[src/rtl/eu_pkg.sv]
package eu_pkg;

    typedef enum logic [2:0] {
        UNIT_NONE  = 3'd0,
        UNIT_ADD   = 3'd1,
        UNIT_LOGIC = 3'd2,
        UNIT_SHIFT = 3'd3,
        UNIT_PRIO  = 3'd4
    } unit_e;

    typedef enum logic [2:0] {
        LG_AND  = 3'd0,
        LG_XOR  = 3'd1,
        LG_OR   = 3'd2,
        LG_NOR  = 3'd3,
        LG_NAND = 3'd4
    } logic_e;

    typedef enum logic [1:0] {
        CS_TRUE  = 2'd0,
        CS_OVF   = 2'd1,
        CS_CARRY = 2'd2,
        CS_GT    = 2'd3
    } cond_e;

    localparam int ADD_INV_BIT = 3;
    localparam int ADD_CIN_BIT = 0;

    typedef struct packed {
        logic ovf;
        logic carry;
        logic gt;
    } flags_t;

endpackage

[src/rtl/eu_adder.sv]
module eu_adder
    import eu_pkg::*;
#(
    parameter int WIDTH = 32
) (
    input  logic [WIDTH-1:0] d1,
    input  logic [WIDTH-1:0] d2,
    input  logic [3:0]       op,
    output logic [WIDTH-1:0] sum,
    output flags_t           flags
);
    localparam int MSB = WIDTH - 1;

    logic [WIDTH-1:0] in1;
    logic             cin;
    logic [WIDTH:0]   wide;

    always_comb begin
        in1  = op[ADD_INV_BIT] ? ~d1 : d1;
        cin  = op[ADD_CIN_BIT];
        wide = {1'b0, in1} + {1'b0, d2} + {{WIDTH{1'b0}}, cin};
        sum  = wide[WIDTH-1:0];
    end

    always_comb begin
        flags.carry = wide[WIDTH];
        flags.ovf   = (in1[MSB] == d2[MSB]) && (wide[MSB] != in1[MSB]);
        if (in1[MSB] != d2[MSB])
            flags.gt = wide[WIDTH];
        else
            flags.gt = d1[MSB];
    end

endmodule

[src/rtl/eu_logic.sv]
module eu_logic
    import eu_pkg::*;
#(
    parameter int WIDTH = 32
) (
    input  logic [WIDTH-1:0] d1,
    input  logic [WIDTH-1:0] d2,
    input  logic [2:0]       fn,
    output logic [WIDTH-1:0] res,
    output logic             bad_fn
);
    always_comb begin
        res    = '0;
        bad_fn = 1'b0;
        case (fn)
            LG_AND:  res = d1 & d2;
            LG_XOR:  res = d1 ^ d2;
            LG_OR:   res = d1 | d2;
            LG_NOR:  res = ~(d1 | d2);
            LG_NAND: res = ~(d1 & d2);
            default: bad_fn = 1'b1;
        endcase
    end

endmodule

[src/rtl/eu_funnel.sv]
module eu_funnel #(
    parameter int WIDTH = 32,
    localparam int SW   = $clog2(2 * WIDTH)
) (
    input  logic [WIDTH-1:0] lo,
    input  logic [WIDTH-1:0] hi,
    input  logic [SW-1:0]    amt,
    output logic [WIDTH-1:0] res
);
    logic [2*WIDTH-1:0] joined;
    logic [2*WIDTH-1:0] moved;

    always_comb begin
        joined = {hi, lo};
        moved  = joined >> amt;
        res    = moved[WIDTH-1:0];
    end

endmodule

[src/rtl/eu_prio.sv]
module eu_prio #(
    parameter int WIDTH  = 32,
    localparam int NBYTE = WIDTH / 8,
    localparam int PW    = $clog2(WIDTH) + 1
) (
    input  logic [WIDTH-1:0] din,
    output logic [PW-1:0]    idx
);
    logic [NBYTE-1:0] byte_hit;
    logic [2:0]       byte_pos [NBYTE];

    for (genvar g = 0; g < NBYTE; g++) begin : g_byte
        logic [7:0] seg;
        assign seg         = din[8*g +: 8];
        assign byte_hit[g] = |seg;
        always_comb begin
            byte_pos[g] = 3'd0;
            for (int i = 0; i < 8; i++) begin
                if (seg[i]) byte_pos[g] = 3'(i);
            end
        end
    end

    always_comb begin
        idx = PW'(WIDTH);
        for (int g = 0; g < NBYTE; g++) begin
            if (byte_hit[g]) idx = PW'(g * 8) + PW'(byte_pos[g]);
        end
    end

endmodule

[src/rtl/eu_exec.sv]
module eu_exec
    import eu_pkg::*;
#(
    parameter int WIDTH = 32,
    localparam int SW   = $clog2(2 * WIDTH),
    localparam int PW   = $clog2(WIDTH) + 1
) (
    input  logic [WIDTH-1:0] op_a,
    input  logic [WIDTH-1:0] op_b,
    input  logic [2:0]       unit_sel,
    input  logic [3:0]       add_op,
    input  logic [2:0]       logic_op,
    input  logic [SW-1:0]    shamt,
    input  logic [1:0]       cond_sel,
    output logic [WIDTH-1:0] result,
    output logic             result_valid,
    output logic             cond_out,
    output logic             illegal_op
);
    logic [WIDTH-1:0] add_res;
    logic [WIDTH-1:0] lg_res;
    logic [WIDTH-1:0] sh_res;
    logic [PW-1:0]    pr_idx;
    logic             lg_bad;
    flags_t           flg;

    eu_adder #(.WIDTH(WIDTH)) u_add (
        .d1(op_a), .d2(op_b), .op(add_op), .sum(add_res), .flags(flg)
    );

    eu_logic #(.WIDTH(WIDTH)) u_lg (
        .d1(op_a), .d2(op_b), .fn(logic_op), .res(lg_res), .bad_fn(lg_bad)
    );

    eu_funnel #(.WIDTH(WIDTH)) u_sh (
        .lo(op_a), .hi(op_b), .amt(shamt), .res(sh_res)
    );

    eu_prio #(.WIDTH(WIDTH)) u_pr (
        .din(op_a), .idx(pr_idx)
    );

    // Result steering
    always_comb begin
        result       = '0;
        result_valid = 1'b0;
        illegal_op   = 1'b0;
        case (unit_sel)
            UNIT_NONE: ;
            UNIT_ADD: begin
                result       = add_res;
                result_valid = 1'b1;
            end
            UNIT_LOGIC: begin
                if (lg_bad) begin
                    illegal_op = 1'b1;
                end else begin
                    result       = lg_res;
                    result_valid = 1'b1;
                end
            end
            UNIT_SHIFT: begin
                result       = sh_res;
                result_valid = 1'b1;
            end
            UNIT_PRIO: begin
                result       = {{(WIDTH-PW){1'b0}}, pr_idx};
                result_valid = 1'b1;
            end
            default: illegal_op = 1'b1;
        endcase
    end

    // Condition steering
    always_comb begin
        unique case (cond_sel)
            CS_TRUE:  cond_out = 1'b1;
            CS_OVF:   cond_out = flg.ovf;
            CS_CARRY: cond_out = flg.carry;
            CS_GT:    cond_out = flg.gt;
        endcase
    end

endmodule

[config.mk]
export PLATFORM = sky130hd
export DESIGN_NAME = eu_exec
export DESIGN_NICKNAME = d
export VERILOG_FILES = /design/src/rtl/eu_pkg.sv /design/src/rtl/eu_adder.sv /design/src/rtl/eu_logic.sv /design/src/rtl/eu_funnel.sv /design/src/rtl/eu_prio.sv /design/src/rtl/eu_exec.sv
export SDC_FILE = /design/constraint.sdc
export NUM_CORES = 1
export LEC_CHECK = 0
export BUFFER_PORTS_ARGS = -buffer_cell sky130_fd_sc_hd__buf_2
export CORE_ASPECT_RATIO = 0.75
export CORE_MARGIN = 2
export CORE_UTILIZATION = 25
export DETAILED_ROUTE_END_ITERATION = 8
export SYNTH_ARGS = -nofsm -noshare
export SYNTH_HDL_FRONTEND = slang
export SYNTH_HIERARCHICAL = 1
export SYNTH_SLANG_ARGS = --single-unit
[constraint.sdc]
create_clock -name vclk -period 6.8
set_clock_uncertainty 0.05 [all_clocks]
set_input_delay 1.7 -clock vclk [all_inputs]
set_output_delay 1.7 -clock vclk [all_outputs]
set_load 0.03 [all_outputs]
; Word-level counts from Yosys, hierarchy flattened
; Cells that the tools add are included.
[word_totals]
ff_bits = 0
input_bits = 82
word_cells = 79
[op_classes]
add_sub_neg = 5
n_mux = 42
bitwise_logic = 6
shifts = 1
eq_ne = 14
n_reduce_logical = 11
[op_table]
columns = cell, count
row1 = $pmux W32 S5, 1
row2 = $pmux W32 S4, 1
row3 = $not A32 Y32, 3
row4 = $mux W32, 2
row5 = $shr A64 B6 Y32, 1
row6 = $mux W3, 16
row7 = $add A32 B32 Y33, 1
row8 = $add A33 B1 Y33, 1
row9 = $and A32 B32 Y32, 1
row10 = $or A32 B32 Y32, 1
row11 = $reduce_or A8 Y1, 4
row12 = $xor A32 B32 Y32, 1
row13 = $mux W6, 4
row14 = $mux W2, 8
row15 = $add A5 B3 Y6 const A, 2
row16 = $eq A3 B2 Y1 const B, 4
row17 = $mux W1, 7
row18 = $eq A3 B1 Y1 const B, 2
row19 = $eq A3 B3 Y1 const B, 2
row20 = $logic_not A3 Y1, 2
row21 = $add A4 B3 Y5 const A, 1
row22 = $reduce_or A5 Y1, 1
row23 = $eq A2 B2 Y1 const B, 2
row24 = $pmux W1 S2, 2
row25 = other kinds (8), 9

; Longest topological paths before layout
[depth]
depth_word = 12
mapped_depth = 14

; Modules after synthesis
; The synthesis kept the hierarchy.
[by_module_without_submodules]
columns = mod, cells_per_inst, n_inst, area_per_inst_um2
row1 = eu_funnel, 458, 1, 4493.1
row2 = eu_logic, 280, 1, 2298.5
row3 = eu_adder, 281, 1, 2042.0
row4 = eu_exec, 93, 1, 750.7
row5 = eu_prio, 53, 1, 327.8

; Worst setup path before layout
; OpenSTA, ideal clock, no wires.
[synth_timing]
path_kind = input -> output
from = input add_op[3]
to = output cond_out
slack_ns = 0.054
n_path_buf = 2
cell_stages = 14
arrival_time_ns = 4.996
path_cell_list = clkbuf_1 -> buf_1 -> xnor2_1 -> fa_1 -> nor2b_4 -> o21a_1 -> a311o_2 -> a31oi_4 -> o21ai_2 -> a31o_4 -> a41oi_4 -> mux2i_1 -> mux2i_1 -> a21oi_1
[synth_lines]
columns = element, line
row1 = start: declaration, eu_exec.sv:11  ; input logic [3:0] add_op,
row2 = end: declaration, eu_exec.sv:17  ; output logic cond_out,

; Worst setup path after layout
[layout_timing]
from = input add_op[3]
to = output result[26]
[layout_between]
elab_chain_cells = 4
[layout_rtl]
columns = element, line
row1 = $mux W32, eu_adder.sv:19  ; in1 = op[ADD_INV_BIT] ? ~d1 : d1;
row2 = $add A32 B32 Y33, eu_adder.sv:21  ; wide = {1'b0, in1} + {1'b0, d2} + {{WIDTH{1'b0}}, cin};
row3 = $add A33 B1 Y33, eu_adder.sv:21
row4 = via add_res[26], eu_exec.sv:20  ; logic [WIDTH-1:0] add_res;
row5 = $pmux W32 S4, eu_exec.sv:48  ; case (unit_sel)
row6 = end: declaration, eu_exec.sv:15  ; output logic [WIDTH-1:0] result,
; The timed path passes the listed nets, and every way through them passes these cells.

==> out/results.tsv <==
metric	value	unit
grtUsageTotal	20.9	%
postLayoutCoreUtil	28.2	%
cts_hold_repair.buffers	0	
finalHoldViolCount	0	
antenna_left	0	
synthTopCellsByCount	ha_1, inv_1, nand2_1	
die-area	41300	um2
first_pass_iters	7	
syn_to_final_growth	11.8	%
path_depth	15	
first_iter_violations	1496	
min_path_cells	3	
seq_area	0	um2
vias	10597	
seq_area_frac_synth	0	%
worstPathMaxFanout	5	
slowest_delay	0.41	ns
p_leak	4.88	nW
hp-class	in -> out	
row_count	63	
arrival	4.91	ns
nets	1434	
drv_cap	0	
rsz0062_at_grt	false	
cts_setup_buffers	0	
critical_path_class	in -> out	
n_antenna_cell	0	
cts-resized-gates	0	
synth_top_cell_by_area	mux4_2	
die_w	234	um
ir_worst_vdd	0.0335	mV
fp.coreArea	39300	um2
yosysUniqueCellTypes	89	
cp-end-kind	primary output	
crit_chain	buf_2 > xnor2_1 > fa_1 > fa_1 > nor2b_1 > o21ai_1 > a21oi_1 > buf_4 > a211oi_2 > o221ai_1 > a21oi_1 > o21ai_1 > xor2_1 > a221o_2 > buf_2	
synth.most_common_cell	ha_1	
fill_cells	4183	
max_slew_margin	35.6	%
synthCells	1165	
min_period	6.66	ns
design.seq.count	0	
grt_antenna_before_repair	0	
drt_wl_total	44.9	mm
yosys.area.top_type_share	15.7	%
dpl.hpwl	34.7	mm
fp.dieH	176	um
start_kind	primary input	
drive_gt1_share	27.5	%
synth_area_leaders	mux4_2, ha_1, mux2i_1	
grt_pass1_wl	65.5	mm
drc	0	
worst_slew_pin_slew	0.962	ns
io_pins	117	
max_freq	150	MHz
port_buffers	115	
post-route-period-util	97.9	%
slowest_stage	a211oi_2	
slew_violations	0	
tns	0	ns
placed_cells	1773	
start_util	25.2	%
synth.net_count	1344	
cp.required	5.05	ns
final_cells	1773	
grt_max_degree	51	
grt_overflow	0	
gp_congestion	0.976	
wl_per_cell	25.3	um
setup_viol	0	
holdWs	3.66	ns
path_buf_inv	3	
yosys_warnings	6	
avgViaCountPerCell	5.98	
powerDensity	98.7	nW/um2
grt_pass1_vias	10148	
critPathTopFamily	compound AO/OA/AOI/OAI gates	
synth.avg_cell_area	8.51	um2
outcome	complete, no violations	
num-clock-buffers	0	
syn_area	9910	um2
[metal layers]
layer	vias up	wire, um	global-route usage [%]	share of wire, %
met1	5228	18800	28.4	42
met4	0	1660	7.20	3.7
met3	103	4810	4.86	11
met2	651	19700	32.5	44
li1	4615	-	-	-
met5	-	0	0	0
[logic make-up after synthesis]
| logic type | Yosys count | share of synthesized area [%] |
|---|---|---|
| fa+ha+maj | 97 | 12.4 |
| simple gates | 246 | 12.5 |
| compound gates | 332 | 24.1 |
| buf+inv | 177 | 9.39 |
| xor+xnor | 90 | 7.95 |
| mux | 223 | 33.7 |
[power breakdown]
| group | internal [mW] | switching [mW] | total [mW] |
|---|---|---|---|
| Sequential | 0 | 0 | 0 |
| Clock | 0 | 0 | 0 |
| Combinational | 0.441 | 0.653 | 1.09 |
[cells in the final DEF, fill, tap and decap left out, types with 35 or more instances in the layout]
master,count
mux4_2,69
o21ai_1,37
buf_4,60
mux2_2,53
a21oi_1,56
buf_2,112
o21ai_0,35
nor2_1,59
a22oi_1,42
ha_1,95
mux2i_1,77
xnor2_1,46
nand2_1,82
inv_1,87
xor2_1,44
[through the flow]
stage          setup WS [ns]  total power [mW]  cell area [um2]
6_report               0.142              1.09            11100
5_1_grt               0.0223              1.16            11100
4_1_cts                0.240              1.07            11100
3_5_place_dp           0.254              1.06            11100
3_3_place_gp           0.276              1.05            11100
2_1_floorplan         0.0536             0.730             9910
[final cells by class]
class,instances,area (um2),area share (%)
timing repair buffer,177,1110,10.0
tap,520,651,5.87
multi-input combinational,988,8990,81.1
inverter,88,330,2.98
[worst min-delay path, cell delays in order]
cell and delay, ns:
buf_2 0.09, a21oi_1 0.05, buf_2 0.17
[worst paths after layout]
path | start | endpoint
worst max-delay path | add_op[3] | result[26]
worst min-delay path | cond_sel[0] | cond_out
No activity file was read; power rests on OpenSTA's default activity.
